===== src/rtl/cfg_hdr_pkg.sv =====
package cfg_hdr_pkg;

  typedef enum logic [1:0] {
    RATIO_X1 = 2'd0,
    RATIO_X2 = 2'd1,
    RATIO_X4 = 2'd2,
    RATIO_X8 = 2'd3
  } ratio_e;

  // Compression dominates encryption; the wide bus doubles any non-unity ratio.
  function automatic ratio_e ratio_of(input logic enc, input logic cmp, input logic wide);
    logic [1:0] base;
    if (!enc && !cmp) begin
      return RATIO_X1;
    end
    base = cmp ? 2'd2 : 2'd1;
    return ratio_e'(base + {1'b0, wide});
  endfunction

endpackage


===== src/rtl/hdr_word_counter.sv =====
module hdr_word_counter #(
  parameter int LAST_IDX = 229,
  parameter int CNT_W    = $clog2(LAST_IDX + 2)
) (
  input  logic             clk,
  input  logic             rst,
  input  logic             sof_i,
  input  logic             word_vld_i,
  input  logic             halt_i,
  output logic             accept_o,
  output logic [CNT_W-1:0] idx_o
);

  localparam logic [CNT_W-1:0] SAT_VAL = CNT_W'(LAST_IDX + 1);

  logic [CNT_W-1:0] cnt_q;
  logic [CNT_W-1:0] idx_eff;

  always_comb begin
    idx_eff  = sof_i ? '0 : cnt_q;
    accept_o = word_vld_i && (sof_i || !halt_i) && (idx_eff != SAT_VAL);
    idx_o    = idx_eff;
  end

  always_ff @(posedge clk) begin
    if (rst) begin
      cnt_q <= '0;
    end else if (accept_o) begin
      cnt_q <= idx_eff + 1'b1;
    end else if (sof_i) begin
      cnt_q <= '0;
    end
  end

  assert_cnt_saturates_R10: assert property (@(posedge clk) disable iff (rst)
    cnt_q <= SAT_VAL);

  assert_gap_not_counted_R11: assert property (@(posedge clk) disable iff (rst)
    (!word_vld_i && !sof_i) |=> $stable(cnt_q));

endmodule


===== src/rtl/hdr_flag_capture.sv =====
module hdr_flag_capture #(
  parameter int DATA_W  = 32,
  parameter int ENC_IDX = 69,
  parameter int CMP_IDX = 229,
  parameter int ENC_LSB = 2,
  parameter int ENC_W   = 2,
  parameter int CMP_BIT = 1,
  parameter int CNT_W   = $clog2(CMP_IDX + 2)
) (
  input  logic              clk,
  input  logic              rst,
  input  logic              sof_i,
  input  logic              accept_i,
  input  logic [CNT_W-1:0]  idx_i,
  input  logic [DATA_W-1:0] word_i,
  output logic              enc_o,
  output logic              cmp_hit_o,
  output logic              cmp_now_o
);

  logic enc_hit;
  logic enc_q;

  always_comb begin
    enc_hit   = accept_i && (idx_i == CNT_W'(ENC_IDX));
    cmp_hit_o = accept_i && (idx_i == CNT_W'(CMP_IDX));
    cmp_now_o = ~word_i[CMP_BIT];
    enc_o     = enc_q;
  end

  always_ff @(posedge clk) begin
    if (rst) begin
      enc_q <= 1'b0;
    end else if (enc_hit) begin
      enc_q <= |word_i[ENC_LSB +: ENC_W];
    end else if (sof_i) begin
      enc_q <= 1'b0;
    end
  end

  assert_enc_changes_on_event_R3: assert property (@(posedge clk) disable iff (rst)
    !$stable(enc_q) |-> ($past(sof_i) || $past(enc_hit)));

endmodule


===== src/rtl/hdr_ratio_reg.sv =====
module hdr_ratio_reg
  import cfg_hdr_pkg::*;
(
  input  logic       clk,
  input  logic       rst,
  input  logic       sof_i,
  input  logic       cmp_hit_i,
  input  logic       enc_i,
  input  logic       cmp_now_i,
  input  logic       wide_i,
  output logic [1:0] ratio_o,
  output logic       vld_o
);

  ratio_e ratio_q;
  logic   vld_q;

  always_ff @(posedge clk) begin
    if (rst) begin
      ratio_q <= RATIO_X1;
      vld_q   <= 1'b0;
    end else if (cmp_hit_i) begin
      ratio_q <= ratio_of(enc_i, cmp_now_i, wide_i);
      vld_q   <= 1'b1;
    end else if (sof_i) begin
      ratio_q <= RATIO_X1;
      vld_q   <= 1'b0;
    end
  end

  assign ratio_o = ratio_q;
  assign vld_o   = vld_q;

  assert_vld_rises_after_hit_R5: assert property (@(posedge clk) disable iff (rst)
    $rose(vld_q) |-> $past(cmp_hit_i));

  assert_result_held_R5: assert property (@(posedge clk) disable iff (rst)
    (vld_q && !sof_i) |=> (vld_q && $stable(ratio_q)));

  assert_plain_is_x1_R6: assert property (@(posedge clk) disable iff (rst)
    (cmp_hit_i && !enc_i && !cmp_now_i) |=> (ratio_q == RATIO_X1));

endmodule


===== src/rtl/cfg_hdr_ratio_detect.sv =====
module cfg_hdr_ratio_detect #(
  parameter int DATA_W  = 32,
  parameter int ENC_IDX = 69,
  parameter int CMP_IDX = 229,
  parameter int ENC_LSB = 2,
  parameter int ENC_W   = 2,
  parameter int CMP_BIT = 1
) (
  input  logic              clk,
  input  logic              rst,
  input  logic              sof_i,
  input  logic              eof_i,
  input  logic              word_vld_i,
  input  logic [DATA_W-1:0] word_i,
  input  logic              wide_i,
  output logic [1:0]        ratio_o,
  output logic              ratio_vld_o,
  output logic              short_err_o
);

  localparam int CNT_W = $clog2(CMP_IDX + 2);

  logic             accept;
  logic [CNT_W-1:0] idx;
  logic             enc_flag;
  logic             cmp_hit;
  logic             cmp_now;
  logic             err_q;
  logic             vld_int;

  hdr_word_counter #(
    .LAST_IDX (CMP_IDX),
    .CNT_W    (CNT_W)
  ) u_cnt (
    .clk        (clk),
    .rst        (rst),
    .sof_i      (sof_i),
    .word_vld_i (word_vld_i),
    .halt_i     (err_q),
    .accept_o   (accept),
    .idx_o      (idx)
  );

  hdr_flag_capture #(
    .DATA_W  (DATA_W),
    .ENC_IDX (ENC_IDX),
    .CMP_IDX (CMP_IDX),
    .ENC_LSB (ENC_LSB),
    .ENC_W   (ENC_W),
    .CMP_BIT (CMP_BIT),
    .CNT_W   (CNT_W)
  ) u_flags (
    .clk       (clk),
    .rst       (rst),
    .sof_i     (sof_i),
    .accept_i  (accept),
    .idx_i     (idx),
    .word_i    (word_i),
    .enc_o     (enc_flag),
    .cmp_hit_o (cmp_hit),
    .cmp_now_o (cmp_now)
  );

  hdr_ratio_reg u_ratio (
    .clk       (clk),
    .rst       (rst),
    .sof_i     (sof_i),
    .cmp_hit_i (cmp_hit),
    .enc_i     (enc_flag),
    .cmp_now_i (cmp_now),
    .wide_i    (wide_i),
    .ratio_o   (ratio_o),
    .vld_o     (vld_int)
  );

  // Short-header flag: sticky until the next start pulse.
  always_ff @(posedge clk) begin
    if (rst) begin
      err_q <= 1'b0;
    end else if (sof_i) begin
      err_q <= eof_i && !cmp_hit;
    end else if (eof_i && !vld_int && !cmp_hit) begin
      err_q <= 1'b1;
    end
  end

  assign ratio_vld_o = vld_int;
  assign short_err_o = err_q;

  assert_sof_clears_R2: assert property (@(posedge clk) disable iff (rst)
    (sof_i && !eof_i) |=> (!short_err_o && !ratio_vld_o));

  assert_err_excludes_vld_R9: assert property (@(posedge clk) disable iff (rst)
    !(short_err_o && ratio_vld_o));

  assert_err_sticky_R9: assert property (@(posedge clk) disable iff (rst)
    (short_err_o && !sof_i) |=> short_err_o);

  assert_no_accept_in_error_R9: assert property (@(posedge clk) disable iff (rst)
    (short_err_o && !sof_i) |-> !accept);

endmodule


===== config.mk =====
export PLATFORM = sky130hd
export DESIGN_NAME = cfg_hdr_ratio_detect
export DESIGN_NICKNAME = d
export VERILOG_FILES = /design/src/rtl/cfg_hdr_pkg.sv /design/src/rtl/hdr_word_counter.sv /design/src/rtl/hdr_flag_capture.sv /design/src/rtl/hdr_ratio_reg.sv /design/src/rtl/cfg_hdr_ratio_detect.sv
export SDC_FILE = /design/constraint.sdc
export NUM_CORES = 1
export LEC_CHECK = 0
export BUFFER_PORTS_ARGS = -buffer_cell sky130_fd_sc_hd__buf_2
export CAP_MARGIN = 20
export CORE_ASPECT_RATIO = 1.25
export CORE_MARGIN = 2
export CORE_UTILIZATION = 40
export DETAILED_ROUTE_END_ITERATION = 7
export PLACE_DENSITY = 0.73
export SLEW_MARGIN = 15
export SYNTH_ARGS = -nofsm -noshare
export SYNTH_HDL_FRONTEND = slang
export SYNTH_SLANG_ARGS = --single-unit

===== constraint.sdc =====
create_clock -name clk -period 2.15 [get_ports clk]
set_input_delay 0.43 -clock clk [delete_from_list [all_inputs] [get_ports clk]]
set_output_delay 0.43 -clock clk [all_outputs]
set_load 0.05 [all_outputs]

# Word level (Yosys, flattened, before mapping)
# Index checks and enable logic that the tools add are counted.
word_totals:
  regBits: 13
  in_bits: 38
  output_inout_bits: 4
  wordCells: 42
classes:
  add_sub_neg: 2
  eq_ne: 3
  muxes: 15
  n_reduce_logical: 17
op_table:
  columns: ["op", "n"]
  rows:
  - ["2-to-1 mux 8 bit", 2]
  - ["2-to-1 mux 2 bit", 5]
  - ["adder 8 x 1 -> 8 bit, second input constant", 1]
  - ["equality test 8 x 7 -> 1 bit, second input constant", 1]
  - ["equality test 8 bit, second input constant", 1]
  - ["logical AND 1 bit", 8]
  - ["2-to-1 mux 1 bit", 8]
  - ["inequality test 8 bit, second input constant", 1]
  - ["nonzero test 2 bit", 3]
  - ["logical NOT 1 bit", 4]
  - ["adder 2 x 1 -> 2 bit", 1]
  - ["OR reduction 2 bit", 1]
  - ["logical OR 1 bit", 1]

# Logic depth before layout (Yosys ltp)
# Gate-level depths: netlist of the first run.
logic_depth:
  word_depth: 9
  ltp_mapped: 7
  depth_no_buf: 6

# By module
# A second synthesis of the first run with hierarchy kept.
unflattened:
  hier_cells: 90
  area_unflattened_um2: 769.5
by_module_without_submodules:
  columns: ["module", "instances", "cells_per_inst", "area_each_um2", "seq_area_each_um2"]
  rows:
  - ["hdr_word_counter", 1, 58, 496.7, 160.2]
  - ["hdr_ratio_reg", 1, 16, 136.4, 60.1]
  - ["hdr_flag_capture", 1, 11, 87.6, 20.0]
  - ["cfg_hdr_ratio_detect", 1, 5, 48.8, 20.0]

# Worst setup path before layout of the first run
# No wires, ideal clock.
synth_path:
  path_type: "input port to flip-flop"
  from: "in sof_i"
  to: "reg u_cnt.cnt_q[1]"
  setup_time_ns: 0.127
  arrival_time_ns: 1.624
  required_time_ns: 2.023
  path_slack_ns: 0.398
  path_stages: 7
  n_path_buf: 1
  cell_sequence: "buf_2 > nor2b_1 > ha_1 > nand4b_1 > o211ai_1 > o22a_1 > nor2_1"
synth_via:
  elab_chain_cells: 4
  elab_cells_between_ends: 7
  cone_classes: "1 x add/sub; 1 x eq/ne; 2 x mux; 3 x reduce/logical"
synth_rtl:
  columns: ["item", "line_no", "rtl"]
  rows:
  - ["start: declaration", "cfg_hdr_ratio_detect.sv:11", "input logic sof_i,"]
  - ["branches (longest 3 deep; another with adder 8 x 1 -> 8 bit)", null, null]
  - ["2-to-1 mux 8 bit (*)", "hdr_word_counter.sv:28", "end else if (accept_o) begin"]
  - ["end signal: assignment", "hdr_word_counter.sv:29", "cnt_q <= idx_eff + 1'b1;"]
  - ["end: declaration", "hdr_word_counter.sv:16", "logic [CNT_W-1:0] cnt_q;"]
# Every way passes the cells marked *.
# A chain may end at the register's enable or synchronous reset.

# Worst setup path after layout of the first run
layout_path:
  from: "reg u_cnt.cnt_q[1]"
  to: "reg u_cnt.cnt_q[0]"
layout_via:
  elab_chain_cells: 4
layout_rtl:
  columns: ["item", "line_no", "rtl"]
  rows:
  - ["2-to-1 mux 8 bit", null, null]
  - ["inequality test 8 bit", "hdr_word_counter.sv:21", "accept_o = word_vld_i && (sof_i || !halt_i) && (idx_eff != SAT_VAL);"]
  - ["logical AND 1 bit", "hdr_word_counter.sv:21", null]
  - ["2-to-1 mux 8 bit", "hdr_word_counter.sv:28", null]
# No other way between the ends.

==> results of run 1 <==
## power groups by stage
stage | registers, W | clock network (W) | logic, W
global route | 0.000248 | 0.000164 | 0.0000567
floorplan | 0.000257 | 0 | 0.0000286
detailed placement | 0.000253 | 0 | 0.0000518
global placement | 0.000253 | 0 | 0.0000507
finish | 0.000248 | 0.000149 | 0.0000516
CTS | 0.000247 | 0.000157 | 0.0000520
## final cells by class
cell class | instances | area, um2
well taps | 19 | 23.8
fillers | 185 | 900
multi-input cells | 61 | 487
clock buffers | 4 | 26.3
inverters | 4 | 15.0
repair buffers | 14 | 75.1
flip-flops and latches | 13 | 260
## kinds of logic (layout without fill, tap and decap cells)
logic type / Yosys count / after routing / share of synthesized area (%)
fa+ha+maj: 4 / 4 / 6.49
mux: 2 / 2 / 2.60
buf+inv: 6 / 22 / 3.08
xor+xnor: 7 / 7 / 7.95
compound gates: 11 / 11 / 12.3
simple gates: 37 / 37 / 33.8
flops: 13 / 13 / 33.8
## worst max-delay path: cells and delay by family, from the launching register on
kind,cells,cell delay [ns]
adder cells (fa/ha/maj),1,0.26
flip-flops,1,0.36
XOR/XNOR,1,0.17
AO/OA/AOI/OAI,1,0.38
AND/OR/NAND/NOR,3,0.39
## state kept, by name, indices dropped and copies added, names as in the netlist
| register | flops |
|---|---|
| u_cnt.cnt_q | 8 |
| u_ratio.ratio_o | 2 |
| u_ratio.vld_o | 1 |
| u_flags.enc_o | 1 |
| short_err_o | 1 |
## per-stage QoR
| step | setup WS, ns | cells | hold WS [ns] | utilization (%) |
|---|---|---|---|---|
| floorplan | 0.398 | 80 | 0.446 | - |
| global placement | 0.300 | 111 | 0.441 | 48.2 |
| detailed placement | 0.293 | 111 | 0.468 | 48.2 |
| global route | 0.385 | 115 | 0.433 | 49.6 |
| finish | 0.477 | 115 | 0.424 | 49.6 |
| CTS | 0.478 | 115 | 0.416 | 49.6 |
## layout by cell type, fill, tap and decap left out, drive strengths merged, types with 2 or more instances in the layout
master / count
buf: 14
and4b: 2
nand2: 4
nand2b: 4
dfxtp: 13
xor2: 4
a211o: 2
nor2b: 3
nand4: 4
clkbuf: 4
nor2: 6
inv: 4
nand4b: 3
nor3: 5
ha: 4
xnor2: 3
mux2i: 2
## layer usage
layer / share of wire [%] / track usage (%)
met5: 0 / 0
met4: 1.6 / 9.09
met3: 4.5 / 2.05
met2: 48 / 25.9
met1: 46 / 18.3
## final timing paths
kind / from / cells after the start / end
worst max-delay path: u_cnt.cnt_q[1]$_SDFF_PP0_ / 6 / u_cnt.cnt_q[0]$_SDFF_PP0_
worst min-delay path: eof_i / 3 / short_err_o$_SDFFE_PP0P_
worst max register to register: u_cnt.cnt_q[1]$_SDFF_PP0_ / 6 / u_cnt.cnt_q[0]$_SDFF_PP0_
worst min register to register: u_ratio.ratio_o[1]$_SDFFE_PP0P_ / 2 / u_ratio.ratio_o[1]$_SDFFE_PP0P_
==> flow_summary.html, run 1 <==
<table>
<tr><th>Metric</th><th>Value</th></tr>
<tr><th colspan="2">Finish</th></tr>
<tr><td>Antenna diodes</td><td>0</td></tr>
<tr><td>Finished Cell Area</td><td>887 um2</td></tr>
<tr><td>Net count reported at finish</td><td>139</td></tr>
<tr><td>Proportion of layout cells with a drive suffix above 1</td><td>22.9%</td></tr>
<tr><td>Synth-to-Final Area Change</td><td>15.1%</td></tr>
<tr><th colspan="2">Power</th></tr>
<tr><td>Net load switching power</td><td>0.000111 W</td></tr>
<tr><td>Static power due to leakage</td><td>0.378 nW</td></tr>
<tr><td>Maximum VDD drop</td><td>0.304 mV</td></tr>
<tr><td>Switching fraction of total power</td><td>24.6%</td></tr>
<tr><td>Share of total power in the clock network</td><td>33.3%</td></tr>
<tr><td>Combinational Power Share</td><td>11.5%</td></tr>
<tr><td>Total power</td><td>0.000449 W</td></tr>
<tr><td>PD cells</td><td>~500 mW/mm2</td></tr>
<tr><td>Sequential cell fraction of total power</td><td>55.2%</td></tr>
<tr><td>Internal power consumption</td><td>0.000338 W</td></tr>
<tr><th colspan="2">Global route</th></tr>
<tr><td>Number of global-route vias before repair</td><td>626</td></tr>
<tr><td>Leftover overflow at the end of global routing</td><td>0</td></tr>
<tr><td>Wire length of the first global-routing pass</td><td>2590 um</td></tr>
<tr><td>Number of antenna violations at the first check in global routing</td><td>0</td></tr>
<tr><td>Largest net degree at the start of global routing</td><td>16</td></tr>
<tr><td>Overall fraction of global-route tracks in use</td><td>15.3%</td></tr>
<tr><th colspan="2">Clocking</th></tr>
<tr><td>Post-cts gate resize count</td><td>0</td></tr>
<tr><td>Total clock buffers created by CTS</td><td>3</td></tr>
<tr><td>Number of sinks driven by the clock tree</td><td>13</td></tr>
<tr><td>Library cell used as clock root buffer</td><td>clkbuf_4</td></tr>
<tr><td>Clock-pin slew on the worst setup and hold paths</td><td>0.08 ns</td></tr>
<tr><td>CTS Hold Buffers Added</td><td>0</td></tr>
<tr><td>Number of levels in the clock H-tree</td><td>1</td></tr>
<tr><td>CTS tree</td><td>built</td></tr>
<tr><td>Maximum buffer depth of the clock tree</td><td>2</td></tr>
<tr><td>Number of buffers inserted to repair setup after CTS</td><td>0</td></tr>
<tr><td>Worst skew pair latency</td><td>0.28 ns</td></tr>
<tr><th colspan="2">Placed design</th></tr>
<tr><td>Port bufs</td><td>12</td></tr>
<tr><td>Final weighted congestion of routability-driven global placement</td><td>0.842</td></tr>
<tr><td>Detailed placement HPWL</td><td>roughly 1200 um</td></tr>
<tr><td>Post-place instance area</td><td>861 um2</td></tr>
<tr><th colspan="2">Die</th></tr>
<tr><td>Height of the die</td><td>approximately 53 um</td></tr>
<tr><td>Die outline area</td><td>0.00230 mm2</td></tr>
<tr><td>Area of the core</td><td>0.00179 mm2</td></tr>
<tr><td>Floorplan die width</td><td>43.3 um</td></tr>
<tr><td>Ports placed on the boundary</td><td>42</td></tr>
<tr><td>Starting utilization of the core area</td><td>about 43%</td></tr>
<tr><td>Row Count</td><td>17</td></tr>
<tr><th colspan="2">STA</th></tr>
<tr><td>Unrepaired setup endpoints after global routing</td><td>no</td></tr>
<tr><td>Slew of the pin with the lowest slew margin</td><td>between 0.3 and 0.4 ns</td></tr>
<tr><td>Fmax</td><td>~600 MHz</td></tr>
<tr><td>Time the final worst path needs with I/O delays and setup</td><td>1.67 ns</td></tr>
<tr><td>Share of the clock period used by the worst path</td><td>77.8%</td></tr>
<tr><td>Post-Route Skew</td><td>0.00809 ns</td></tr>
<tr><td>Final hold vios</td><td>0</td></tr>
<tr><td>Total negative slack for setup checks</td><td>0 ns</td></tr>
<tr><td>Count of final setup violators</td><td>0</td></tr>
<tr><td>Worst rel slew slack</td><td>between 70% and 80%</td></tr>
<tr><td>Number of pins with negative max-slew slack in the final report</td><td>0</td></tr>
<tr><th colspan="2">Setup path</th></tr>
<tr><td>Critical-path maximum fanout</td><td>3</td></tr>
<tr><td>Worst setup SP type</td><td>flop</td></tr>
<tr><td>Critical path arrival</td><td>about 1.8 ns</td></tr>
<tr><td>Setup slack of the worst register-to-register path</td><td>0.48 ns</td></tr>
<tr><td>Maximum single-stage delay on the critical path</td><td>between 0.3 and 0.4 ns</td></tr>
<tr><td>Kind of end point of the critical path</td><td>flop</td></tr>
<tr><td>Slowest CP cell</td><td>o211ai_1</td></tr>
<tr><td>Start-to-end type of the worst setup path</td><td>reg -&gt; reg</td></tr>
<tr><td>Cell Chain, Critical Path</td><td>nor2b_1 -&gt; ha_1 -&gt; nand4b_1 -&gt; o211ai_1 -&gt; xnor2_1 -&gt; nor2_1</td></tr>
<tr><td>Data required time at the worst endpoint</td><td>2.32 ns</td></tr>
<tr><th colspan="2">Status</th></tr>
<tr><td>Run status</td><td>completed</td></tr>
<tr><th colspan="2">Detailed routing</th></tr>
<tr><td>First drt pass iteration count</td><td>4</td></tr>
<tr><td>Number of antenna-violating nets in the routed design</td><td>0</td></tr>
<tr><td>Routed wire per std cell</td><td>13.3 um</td></tr>
<tr><td>Routed via count divided by cell count</td><td>5.49</td></tr>
<tr><td>Drt total wl</td><td>1530 um</td></tr>
<tr><td>Starting DRT DRC Count</td><td>7</td></tr>
<tr><td>DRC Markers</td><td>0</td></tr>
<tr><td>Via count</td><td>around 630</td></tr>
<tr><th colspan="2">Logic synthesis</th></tr>
<tr><td>Leading cell types by count after synthesis</td><td>dfxtp_1, nor2_1</td></tr>
<tr><td>EDFF count, synth</td><td>0</td></tr>
<tr><td>Most used standard cell by instance count after synthesis</td><td>dfxtp_1</td></tr>
<tr><td>Cell count after synthesis</td><td>80</td></tr>
<tr><td>Cells taking the most area after synthesis</td><td>dfxtp_1, ha_1, xor2_1, xnor2_1, nand2b_1</td></tr>
<tr><td>Number of warnings printed during yosys synthesis</td><td>0</td></tr>
<tr><td>Nets in the synthesized netlist</td><td>approximately 120</td></tr>
<tr><td>Part of the Yosys area used for sequential elements</td><td>33.8%</td></tr>
<tr><td>Synthesized cell area</td><td>771 um2</td></tr>
<tr><td>Commonest register cell after synthesis</td><td>dfxtp_1</td></tr>
<tr><td>Flip-flop and latch count after synthesis</td><td>13</td></tr>
<tr><td>Unique masters post-synth</td><td>34</td></tr>
<tr><td>Per-instance average area after synthesis</td><td>between 9 and 10 um2</td></tr>
<tr><td>Synth area leader</td><td>dfxtp_1</td></tr>
<tr><td>Synth async-reset ratio</td><td>0%</td></tr>
<tr><td>Proportion of netlist area held by the largest area contributor</td><td>33.8%</td></tr>
<tr><th colspan="2">Min path</th></tr>
<tr><td>Hold Crit Class</td><td>in -&gt; reg</td></tr>
<tr><th colspan="2">Flow run</th></tr>
<tr><td>Max-Cap Viols</td><td>0</td></tr>
</table>
Note: power is estimated with default switching activity, not from simulation.
==> run 2: changes to the inputs <==
CORE_UTILIZATION = 39   (was 40)
PLACE_DENSITY = 0.74   (was 0.73)
clock period = 1.5 ns   (was 2.15 ns; I/O delays follow)
==> run 2 against run 1 <==
Via count grew 7.3%. Hold slack got worse by 0.13 ns. Cell count is 7.8% higher. First-iteration DRC count grew to 3.0 times the previous value. Sequential power increased by 44%. Wire length rose by 7.2%. Non-clock buffer count up 8.
==> flow_summary.html, run 2 (same netlist as run 1, synthesis figures left out) <==
<table>
<tr><th>Metric</th><th>Value</th></tr>
<tr><th colspan="2">Finish</th></tr>
<tr><td>Net count reported at finish</td><td>147 (was 139)</td></tr>
<tr><td>Proportion of layout cells with a drive suffix above 1</td><td>35.6% (was 22.9%)</td></tr>
<tr><td>Register ranked first by flip-flop count</td><td>u_cnt.cnt_q (unchanged)</td></tr>
<tr><td>Max reg flops</td><td>8 (unchanged)</td></tr>
<tr><td>Synth-to-Final Area Change</td><td>29.5% (was 15.1%)</td></tr>
<tr><td>Finished Core Util</td><td>52.2% (was 49.6%)</td></tr>
<tr><td>Finished Cell Area</td><td>998 um2 (was 887 um2)</td></tr>
<tr><td>Most common library cell in the layout ignoring fill and taps</td><td>buf_2 (was dfxtp_1)</td></tr>
<tr><td>Highest-count cells in the layout ignoring fill and taps</td><td>buf_2, dfxtp_1, buf_4 (was dfxtp_1, buf_2, nor2_1)</td></tr>
<tr><td>Antenna diodes</td><td>0 (unchanged)</td></tr>
<tr><th colspan="2">Clocking</th></tr>
<tr><td>Number of levels in the clock H-tree</td><td>1 (unchanged)</td></tr>
<tr><td>Number of buffers inserted to repair setup after CTS</td><td>0 (unchanged)</td></tr>
<tr><td>Number of sinks driven by the clock tree</td><td>13 (unchanged)</td></tr>
<tr><td>Total clock buffers created by CTS</td><td>3 (unchanged)</td></tr>
<tr><td>Worst skew pair latency</td><td>0.27 ns (was 0.28 ns)</td></tr>
<tr><td>CTS tree</td><td>built (unchanged)</td></tr>
<tr><td>Clock-pin slew on the worst setup and hold paths</td><td>0.09 ns (was 0.08 ns)</td></tr>
<tr><td>Maximum buffer depth of the clock tree</td><td>2 (unchanged)</td></tr>
<tr><td>Library cell used as clock root buffer</td><td>clkbuf_4 (unchanged)</td></tr>
<tr><td>Post-cts gate resize count</td><td>0 (unchanged)</td></tr>
<tr><td>CTS Hold Buffers Added</td><td>0 (unchanged)</td></tr>
<tr><th colspan="2">Die</th></tr>
<tr><td>Row Count</td><td>18 (was 17)</td></tr>
<tr><td>Area of the core</td><td>0.00191 mm2 (was 0.00179 mm2)</td></tr>
<tr><td>Height of the die</td><td>53.7 um (was 53.1 um)</td></tr>
<tr><td>Die outline area</td><td>0.00235 mm2 (was 0.00230 mm2)</td></tr>
<tr><td>Floorplan die width</td><td>43.8 um (was 43.3 um)</td></tr>
<tr><td>Ports placed on the boundary</td><td>42 (unchanged)</td></tr>
<tr><td>Starting utilization of the core area</td><td>40.3% (was 43.1%)</td></tr>
<tr><th colspan="2">Min path</th></tr>
<tr><td>Hold EP</td><td>short_err_o$_SDFFE_PP0P_ (unchanged)</td></tr>
<tr><td>Hold path cells</td><td>3 (unchanged)</td></tr>
<tr><td>Hold Crit Class</td><td>in -&gt; reg (unchanged)</td></tr>
<tr><td>Origin of the worst min-delay path</td><td>eof_i (unchanged)</td></tr>
<tr><th colspan="2">Power</th></tr>
<tr><td>PD cells</td><td>670 mW/mm2 (was 506 mW/mm2)</td></tr>
<tr><td>Maximum VDD drop</td><td>0.373 mV (was 0.304 mV)</td></tr>
<tr><td>Static power due to leakage</td><td>0.436 nW (was 0.378 nW)</td></tr>
<tr><td>Total power</td><td>0.000669 W (was 0.000449 W)</td></tr>
<tr><th colspan="2">Detailed routing</th></tr>
<tr><td>Routed wire per std cell</td><td>13.2 um (was 13.3 um)</td></tr>
<tr><td>DRC Markers</td><td>0 (unchanged)</td></tr>
<tr><td>Number of antenna-violating nets in the routed design</td><td>0 (unchanged)</td></tr>
<tr><td>Drt total wl</td><td>1640 um (was 1530 um)</td></tr>
<tr><td>Max layer used</td><td>met4 (unchanged)</td></tr>
<tr><td>Routed wire length on met2</td><td>893 um (was 726 um)</td></tr>
<tr><td>Routed via count divided by cell count</td><td>5.46 (was 5.49)</td></tr>
<tr><td>Detailed-routing wirelength on met1</td><td>672 um (was 704 um)</td></tr>
<tr><td>First drt pass iteration count</td><td>6 (was 4)</td></tr>
<tr><td>Routed length on met3</td><td>50 um (was 69 um)</td></tr>
<tr><td>Via count</td><td>677 (was 631)</td></tr>
<tr><td>Starting DRT DRC Count</td><td>21 (was 7)</td></tr>
<tr><th colspan="2">Setup path</th></tr>
<tr><td>Setup slack of the worst register-to-register path</td><td>0.08 ns (was 0.48 ns)</td></tr>
<tr><td>Data required time at the worst endpoint</td><td>1.65 ns (was 2.32 ns)</td></tr>
<tr><td>Critical path arrival</td><td>1.57 ns (was 1.84 ns)</td></tr>
<tr><td>Critical-path maximum fanout</td><td>3 (unchanged)</td></tr>
<tr><td>Worst r2r dst</td><td>u_cnt.cnt_q[0]$_SDFF_PP0_ (unchanged)</td></tr>
<tr><td>Worst r2r src</td><td>u_cnt.cnt_q[1]$_SDFF_PP0_ (unchanged)</td></tr>
<tr><td>Worst Path Buf+Inv</td><td>1 (was 0)</td></tr>
<tr><td>Start-to-end type of the worst setup path</td><td>reg -&gt; reg (unchanged)</td></tr>
<tr><td>Number of cells traversed by the worst register-to-register path</td><td>7 (was 6)</td></tr>
<tr><td>Number of cells on the critical path</td><td>7 (was 6)</td></tr>
<tr><td>Slowest CP cell</td><td>dfxtp_2 (was o211ai_1)</td></tr>
<tr><td>Top cell family by delay on the critical path</td><td>simple AND/OR/NAND/NOR gates (unchanged)</td></tr>
<tr><td>Kind of end point of the critical path</td><td>flop (unchanged)</td></tr>
<tr><td>Worst setup SP type</td><td>flop (unchanged)</td></tr>
<tr><td>Maximum single-stage delay on the critical path</td><td>0.33 ns (was 0.38 ns)</td></tr>
<tr><td>Cell Chain, Critical Path</td><td>nor2b_4 -&gt; ha_4 -&gt; nand4b_1 -&gt; o211ai_1 -&gt; buf_4 -&gt; xnor2_2 -&gt; nor2_1 (was nor2b_1 -&gt; ha_1 -&gt; nand4b_1 -&gt; o211ai_1 -&gt; xnor2_1 -&gt; nor2_1)</td></tr>
<tr><th colspan="2">STA</th></tr>
<tr><td>Count of final setup violators</td><td>0 (unchanged)</td></tr>
<tr><td>Total negative slack for setup checks</td><td>0 ns (unchanged)</td></tr>
<tr><td>Post-Route Skew</td><td>0.00751 ns (was 0.00809 ns)</td></tr>
<tr><td>Worst rel slew slack</td><td>81.2% (was 73.4%)</td></tr>
<tr><td>Final hold vios</td><td>0 (unchanged)</td></tr>
<tr><td>Slew of the pin with the lowest slew margin</td><td>0.281 ns (was 0.397 ns)</td></tr>
<tr><td>Share of the clock period used by the worst path</td><td>94.5% (was 77.8%)</td></tr>
<tr><td>Time the final worst path needs with I/O delays and setup</td><td>1.42 ns (was 1.67 ns)</td></tr>
<tr><td>Unrepaired setup endpoints after global routing</td><td>yes (was no)</td></tr>
<tr><td>Worst-case setup margin in the final layout</td><td>0.0825 ns (was 0.477 ns)</td></tr>
<tr><td>Fmax</td><td>705 MHz (was 598 MHz)</td></tr>
<tr><td>Number of pins with negative max-slew slack in the final report</td><td>0 (unchanged)</td></tr>
<tr><th colspan="2">Flow run</th></tr>
<tr><td>Max-Cap Viols</td><td>0 (unchanged)</td></tr>
<tr><th colspan="2">Global route</th></tr>
<tr><td>Leftover overflow at the end of global routing</td><td>0 (unchanged)</td></tr>
<tr><td>Wire length of the first global-routing pass</td><td>2570 um (was 2590 um)</td></tr>
<tr><td>Number of global-route vias before repair</td><td>625 (was 626)</td></tr>
<tr><td>Overall fraction of global-route tracks in use</td><td>14.4% (was 15.3%)</td></tr>
<tr><td>Number of antenna violations at the first check in global routing</td><td>0 (unchanged)</td></tr>
<tr><td>Largest net degree at the start of global routing</td><td>16 (unchanged)</td></tr>
<tr><th colspan="2">Placed design</th></tr>
<tr><td>Detailed placement HPWL</td><td>1240 um (was 1190 um)</td></tr>
<tr><td>Worst slack, placed</td><td>-0.0227 ns (was 0.293 ns)</td></tr>
<tr><td>Port bufs</td><td>12 (unchanged)</td></tr>
<tr><td>Post-place instance area</td><td>950 um2 (was 861 um2)</td></tr>
<tr><td>Final weighted congestion of routability-driven global placement</td><td>0.788 (was 0.842)</td></tr>
<tr><th colspan="2">Status</th></tr>
<tr><td>Run status</td><td>completed (unchanged)</td></tr>
</table>
[run 2: final cells by class]
cell class	instances	area, um2
Sequential cell	13	263
Clock buffer	4	26.3
Fill cell	185	916
Tap cell	20	25.0
Multi-Input combinational cell	61	534
Timing Repair Buffer	22	135
Inverter	4	15.0
[run 2: worst min-delay path, cell delays in order]
cell      delay (ns)
buf_2           0.09
nand2b_1        0.06
o32ai_1         0.07
[run 2: through the flow]
step | hold WS [ns] | cells
after CTS | 0.290 | 124
after detailed placement | 0.455 | 120
after global placement | 0.443 | 120
final | 0.297 | 124
after floorplan | 0.446 | 80
after global routing | 0.305 | 124
[run 2: layer usage]
layer  up-vias  track usage [%]
li1        344                -
met1       316             16.1
met2        15             27.5
met3         2             1.01
met4         0             6.06
met5         -                0
[run 2: worst max path at each step]
stage,start,endpoint
after global placement,sof_i,u_ratio.ratio_o[0]$_SDFFE_PP0P_
after CTS,u_cnt.cnt_q[1]$_SDFF_PP0_,u_cnt.cnt_q[0]$_SDFF_PP0_
after floorplan,sof_i,u_cnt.cnt_q[1]$_SDFF_PP0_
after detailed placement,sof_i,u_cnt.cnt_q[1]$_SDFF_PP0_
after global routing,u_cnt.cnt_q[1]$_SDFF_PP0_,u_cnt.cnt_q[0]$_SDFF_PP0_
final,u_cnt.cnt_q[1]$_SDFF_PP0_,u_cnt.cnt_q[0]$_SDFF_PP0_
[run 2: power breakdown]
group	internal (W)	switching (W)
sequential	0.000351	0.00000605
clock	0.000103	0.000113
combinational	0.0000483	0.0000487
total	0.000502	0.000167
==> run 3: changes to the inputs <==
--- a/config.mk
+++ b/config.mk
@@ -10,7 +10,8 @@
 export CORE_ASPECT_RATIO = 1.25
 export CORE_MARGIN = 2
-export CORE_UTILIZATION = 39
+export CORE_UTILIZATION = 40
 export DETAILED_ROUTE_END_ITERATION = 7
-export PLACE_DENSITY = 0.74
+export MAX_ROUTING_LAYER = met4
+export PLACE_DENSITY = 0.73
 export SLEW_MARGIN = 15
 export SYNTH_ARGS = -nofsm -noshare
==> constraint.sdc (replaced) <==
create_clock -name clk -period 1.4 [get_ports clk]
set_input_delay 0.07 -clock clk [delete_from_list [all_inputs] [get_ports clk]]
set_output_delay 0.07 -clock clk [all_outputs]
set_load 0.05 [all_outputs]
==> run 3 against run 2 <==
The flow now finishes with violations (negative setup slack). Via count increased by 7.4%. Global-route usage increased by 4.5 points. Sequential power increased by 6.7%. First-iteration DRC count decreased by 71%. Critical path depth unchanged. Sequential cell count unchanged. Cell area increased by 2.3%. Combinational power about the same. Clock skew decreased by 0.0035 ns. Critical endpoint unchanged. Largest cell class unchanged.
==> flow_summary.html, run 3 (same netlist as run 1, synthesis figures left out) <==
<table>
<tr><th>Metric</th><th>Value</th></tr>
<tr><th colspan="2">Status</th></tr>
<tr><td>Run status</td><td>complete, but fails checks (was completed)</td></tr>
<tr><td>Failing checks</td><td>negative setup slack</td></tr>
<tr><th colspan="2">Finish</th></tr>
<tr><td>Area of combinational cells with multiple inputs</td><td>544 um2 (was 534 um2)</td></tr>
<tr><td>Number of inserted filler cells in the final layout</td><td>162 (was 185)</td></tr>
<tr><td>Antenna diodes</td><td>0 (unchanged)</td></tr>
<tr><td>Register ranked first by flip-flop count</td><td>u_cnt.cnt_q (unchanged)</td></tr>
<tr><td>Finished Cell Area</td><td>0.00102 mm2 (was 998 um2)</td></tr>
<tr><td>Max reg flops</td><td>8 (unchanged)</td></tr>
<tr><td>Highest-count cells in the layout ignoring fill and taps</td><td>buf_2, buf_4, dfxtp_1 (was buf_2, dfxtp_1, buf_4)</td></tr>
<tr><td>Synth-to-Final Area Change</td><td>32.5% (was 29.5%)</td></tr>
<tr><td>Net count reported at finish</td><td>148 (was 147)</td></tr>
<tr><td>Proportion of layout cells with a drive suffix above 1</td><td>41.0% (was 35.6%)</td></tr>
<tr><td>Most common library cell in the layout ignoring fill and taps</td><td>buf_2 (unchanged)</td></tr>
<tr><td>Area occupied by registers</td><td>265 um2 (was 263 um2)</td></tr>
<tr><th colspan="2">Setup path</th></tr>
<tr><td>Critical path arrival</td><td>1.63 ns (was 1.57 ns)</td></tr>
<tr><td>Kind of end point of the critical path</td><td>flop (unchanged)</td></tr>
<tr><td>Data required time at the worst endpoint</td><td>1.58 ns (was 1.65 ns)</td></tr>
<tr><td>Critical-path maximum fanout</td><td>3 (unchanged)</td></tr>
<tr><td>Start-to-end type of the worst setup path</td><td>reg -&gt; reg (unchanged)</td></tr>
<tr><td>Worst setup SP type</td><td>flop (unchanged)</td></tr>
<tr><th colspan="2">Die</th></tr>
<tr><td>Ports placed on the boundary</td><td>42 (unchanged)</td></tr>
<tr><td>Area of the core</td><td>0.00179 mm2 (was 0.00191 mm2)</td></tr>
<tr><td>Row Count</td><td>17 (was 18)</td></tr>
<tr><td>Die outline area</td><td>0.00230 mm2 (was 0.00235 mm2)</td></tr>
<tr><td>Floorplan die width</td><td>43.3 um (was 43.8 um)</td></tr>
<tr><td>Starting utilization of the core area</td><td>43.1% (was 40.3%)</td></tr>
<tr><td>Height of the die</td><td>53.1 um (was 53.7 um)</td></tr>
<tr><th colspan="2">STA</th></tr>
<tr><td>Share of the clock period used by the worst path</td><td>104% (was 94.5%)</td></tr>
<tr><td>Number of pins with negative max-slew slack in the final report</td><td>0 (unchanged)</td></tr>
<tr><td>Time the final worst path needs with I/O delays and setup</td><td>1.45 ns (was 1.42 ns)</td></tr>
<tr><td>Fmax</td><td>688 MHz (was 705 MHz)</td></tr>
<tr><td>Final hold vios</td><td>0 (unchanged)</td></tr>
<tr><td>Worst-case setup margin in the final layout</td><td>-0.0542 ns (was 0.0825 ns)</td></tr>
<tr><td>Worst-case hold slack</td><td>0.0526 ns (was 0.297 ns)</td></tr>
<tr><td>Count of final setup violators</td><td>5 (was 0)</td></tr>
<tr><td>Worst rel slew slack</td><td>79.8% (was 81.2%)</td></tr>
<tr><td>Post-Route Skew</td><td>0.00406 ns (was 0.00751 ns)</td></tr>
<tr><td>Unrepaired setup endpoints after global routing</td><td>yes (unchanged)</td></tr>
<tr><td>Total negative slack for setup checks</td><td>-0.139 ns (was 0 ns)</td></tr>
<tr><td>Slew of the pin with the lowest slew margin</td><td>0.302 ns (was 0.281 ns)</td></tr>
<tr><th colspan="2">Power</th></tr>
<tr><td>Total power</td><td>0.000730 W (was 0.000669 W)</td></tr>
<tr><td>Static power due to leakage</td><td>0.429 nW (was 0.436 nW)</td></tr>
<tr><td>PD cells</td><td>715 mW/mm2 (was 670 mW/mm2)</td></tr>
<tr><td>Maximum VDD drop</td><td>0.516 mV (was 0.373 mV)</td></tr>
<tr><th colspan="2">Global route</th></tr>
<tr><td>Number of global-route vias before repair</td><td>699 (was 625)</td></tr>
<tr><td>Leftover overflow at the end of global routing</td><td>0 (unchanged)</td></tr>
<tr><td>Number of antenna violations at the first check in global routing</td><td>0 (unchanged)</td></tr>
<tr><td>Wire length of the first global-routing pass</td><td>2990 um (was 2570 um)</td></tr>
<tr><td>Largest net degree at the start of global routing</td><td>16 (unchanged)</td></tr>
<tr><td>Overall fraction of global-route tracks in use</td><td>18.9% (was 14.4%)</td></tr>
<tr><th colspan="2">Clocking</th></tr>
<tr><td>Number of sinks driven by the clock tree</td><td>13 (unchanged)</td></tr>
<tr><td>CTS tree</td><td>built (unchanged)</td></tr>
<tr><td>Worst skew pair latency</td><td>0.29 ns (was 0.27 ns)</td></tr>
<tr><td>Clock-pin slew on the worst setup and hold paths</td><td>0.09 ns (about the same)</td></tr>
<tr><td>Number of levels in the clock H-tree</td><td>1 (unchanged)</td></tr>
<tr><td>Maximum buffer depth of the clock tree</td><td>2 (unchanged)</td></tr>
<tr><td>Total clock buffers created by CTS</td><td>3 (unchanged)</td></tr>
<tr><td>CTS Hold Buffers Added</td><td>0 (unchanged)</td></tr>
<tr><td>Library cell used as clock root buffer</td><td>clkbuf_4 (unchanged)</td></tr>
<tr><th colspan="2">Placed design</th></tr>
<tr><td>Post-place instance area</td><td>927 um2 (was 950 um2)</td></tr>
<tr><td>Port bufs</td><td>12 (unchanged)</td></tr>
<tr><td>Detailed placement HPWL</td><td>1260 um (was 1240 um)</td></tr>
<tr><td>Final weighted congestion of routability-driven global placement</td><td>0.864 (was 0.788)</td></tr>
<tr><td>Worst slack, placed</td><td>-0.0636 ns (was -0.0227 ns)</td></tr>
<tr><th colspan="2">Min path</th></tr>
<tr><td>Hold Crit Class</td><td>in -&gt; reg (unchanged)</td></tr>
<tr><th colspan="2">Detailed routing</th></tr>
<tr><td>DRC Markers</td><td>0 (unchanged)</td></tr>
<tr><td>Number of antenna-violating nets in the routed design</td><td>0 (unchanged)</td></tr>
<tr><td>Routed wire per std cell</td><td>14.5 um (was 13.2 um)</td></tr>
<tr><td>Routed via count divided by cell count</td><td>5.86 (was 5.46)</td></tr>
<tr><td>Drt total wl</td><td>1800 um (was 1640 um)</td></tr>
<tr><td>Starting DRT DRC Count</td><td>6 (was 21)</td></tr>
<tr><td>First drt pass iteration count</td><td>4 (was 6)</td></tr>
<tr><td>Via count</td><td>727 (was 677)</td></tr>
<tr><th colspan="2">Flow run</th></tr>
<tr><td>Max-Cap Viols</td><td>0 (unchanged)</td></tr>
</table>
## run 3: cell types whose count changed in the layout (fill, tap and decap cells not counted), sizes merged
cell / before / now
buf: 22 / 23
## run 3: path summary, 6_finish.rpt
check / startpoint / to / slack (ns) / cells past startpoint
setup / recovery: u_cnt.cnt_q[1]$_SDFF_PP0_ / u_cnt.cnt_q[0]$_SDFF_PP0_ / -0.05 / 7
hold / removal: eof_i / short_err_o$_SDFFE_PP0P_ / 0.05 / 3
setup reg to reg: u_cnt.cnt_q[1]$_SDFF_PP0_ / u_cnt.cnt_q[0]$_SDFF_PP0_ / -0.05 / 7
hold reg to reg: u_ratio.ratio_o[0]$_SDFFE_PP0P_ / u_ratio.ratio_o[0]$_SDFFE_PP0P_ / 0.46 / 2
## run 3: per-layer routing
| metal | track usage (%) | share of wire (%) | vias up |
|---|---|---|---|
| li1 | - | - | 345 |
| met4 | 12.1 | 2.8 | 0 |
| met2 | 32.6 | 52 | 20 |
| met3 | 4.10 | 3.8 | 5 |
| met5 | - | 0 | - |
| met1 | 19.1 | 41 | 357 |
## run 3: metrics by stage
| stage | util, % | instances |
|---|---|---|
| final | 57.1 | 124 |
| after global placement | 51.9 | 117 |
| after global routing | 57.1 | 124 |
| after floorplan | - | 80 |
| after CTS | 55.5 | 123 |
| after detailed placement | 51.9 | 117 |
## run 3: worst max-delay path: stages, from the launching register on
cell and delay (ns):
dfxtp_2 0.33, nor2b_4 0.18, ha_4 0.15, nand4b_1 0.15, o211ai_1 0.20, buf_4 0.16, xnor2_1 0.12, nor2_1 0.06
## run 3: repair_timing
action / 4_1_cts / 5_1_grt
endpoints found under the setup margin: 6 / 10
gates resized for setup: 8 / 4
buffers inserted: 2 / 1
pin swaps: 5 / 6
## run 3: final cells by class
| class | count | share of cell area (%) |
|---|---|---|
| multi-input combinational | 61 | 53.3 |
| sequential | 13 | 26.0 |
| timing repair buffer | 23 | 14.3 |
| clock buffer | 4 | 2.57 |
| tap | 19 | 2.33 |
| inverter | 4 | 1.47 |
## run 3: power by group
part,internal [W],total (W),switching (W)
sequential,0.000376,0.000381,0.00000522
clock,0.000111,0.000248,0.000137
combinational,0.0000461,0.000100,0.0000542
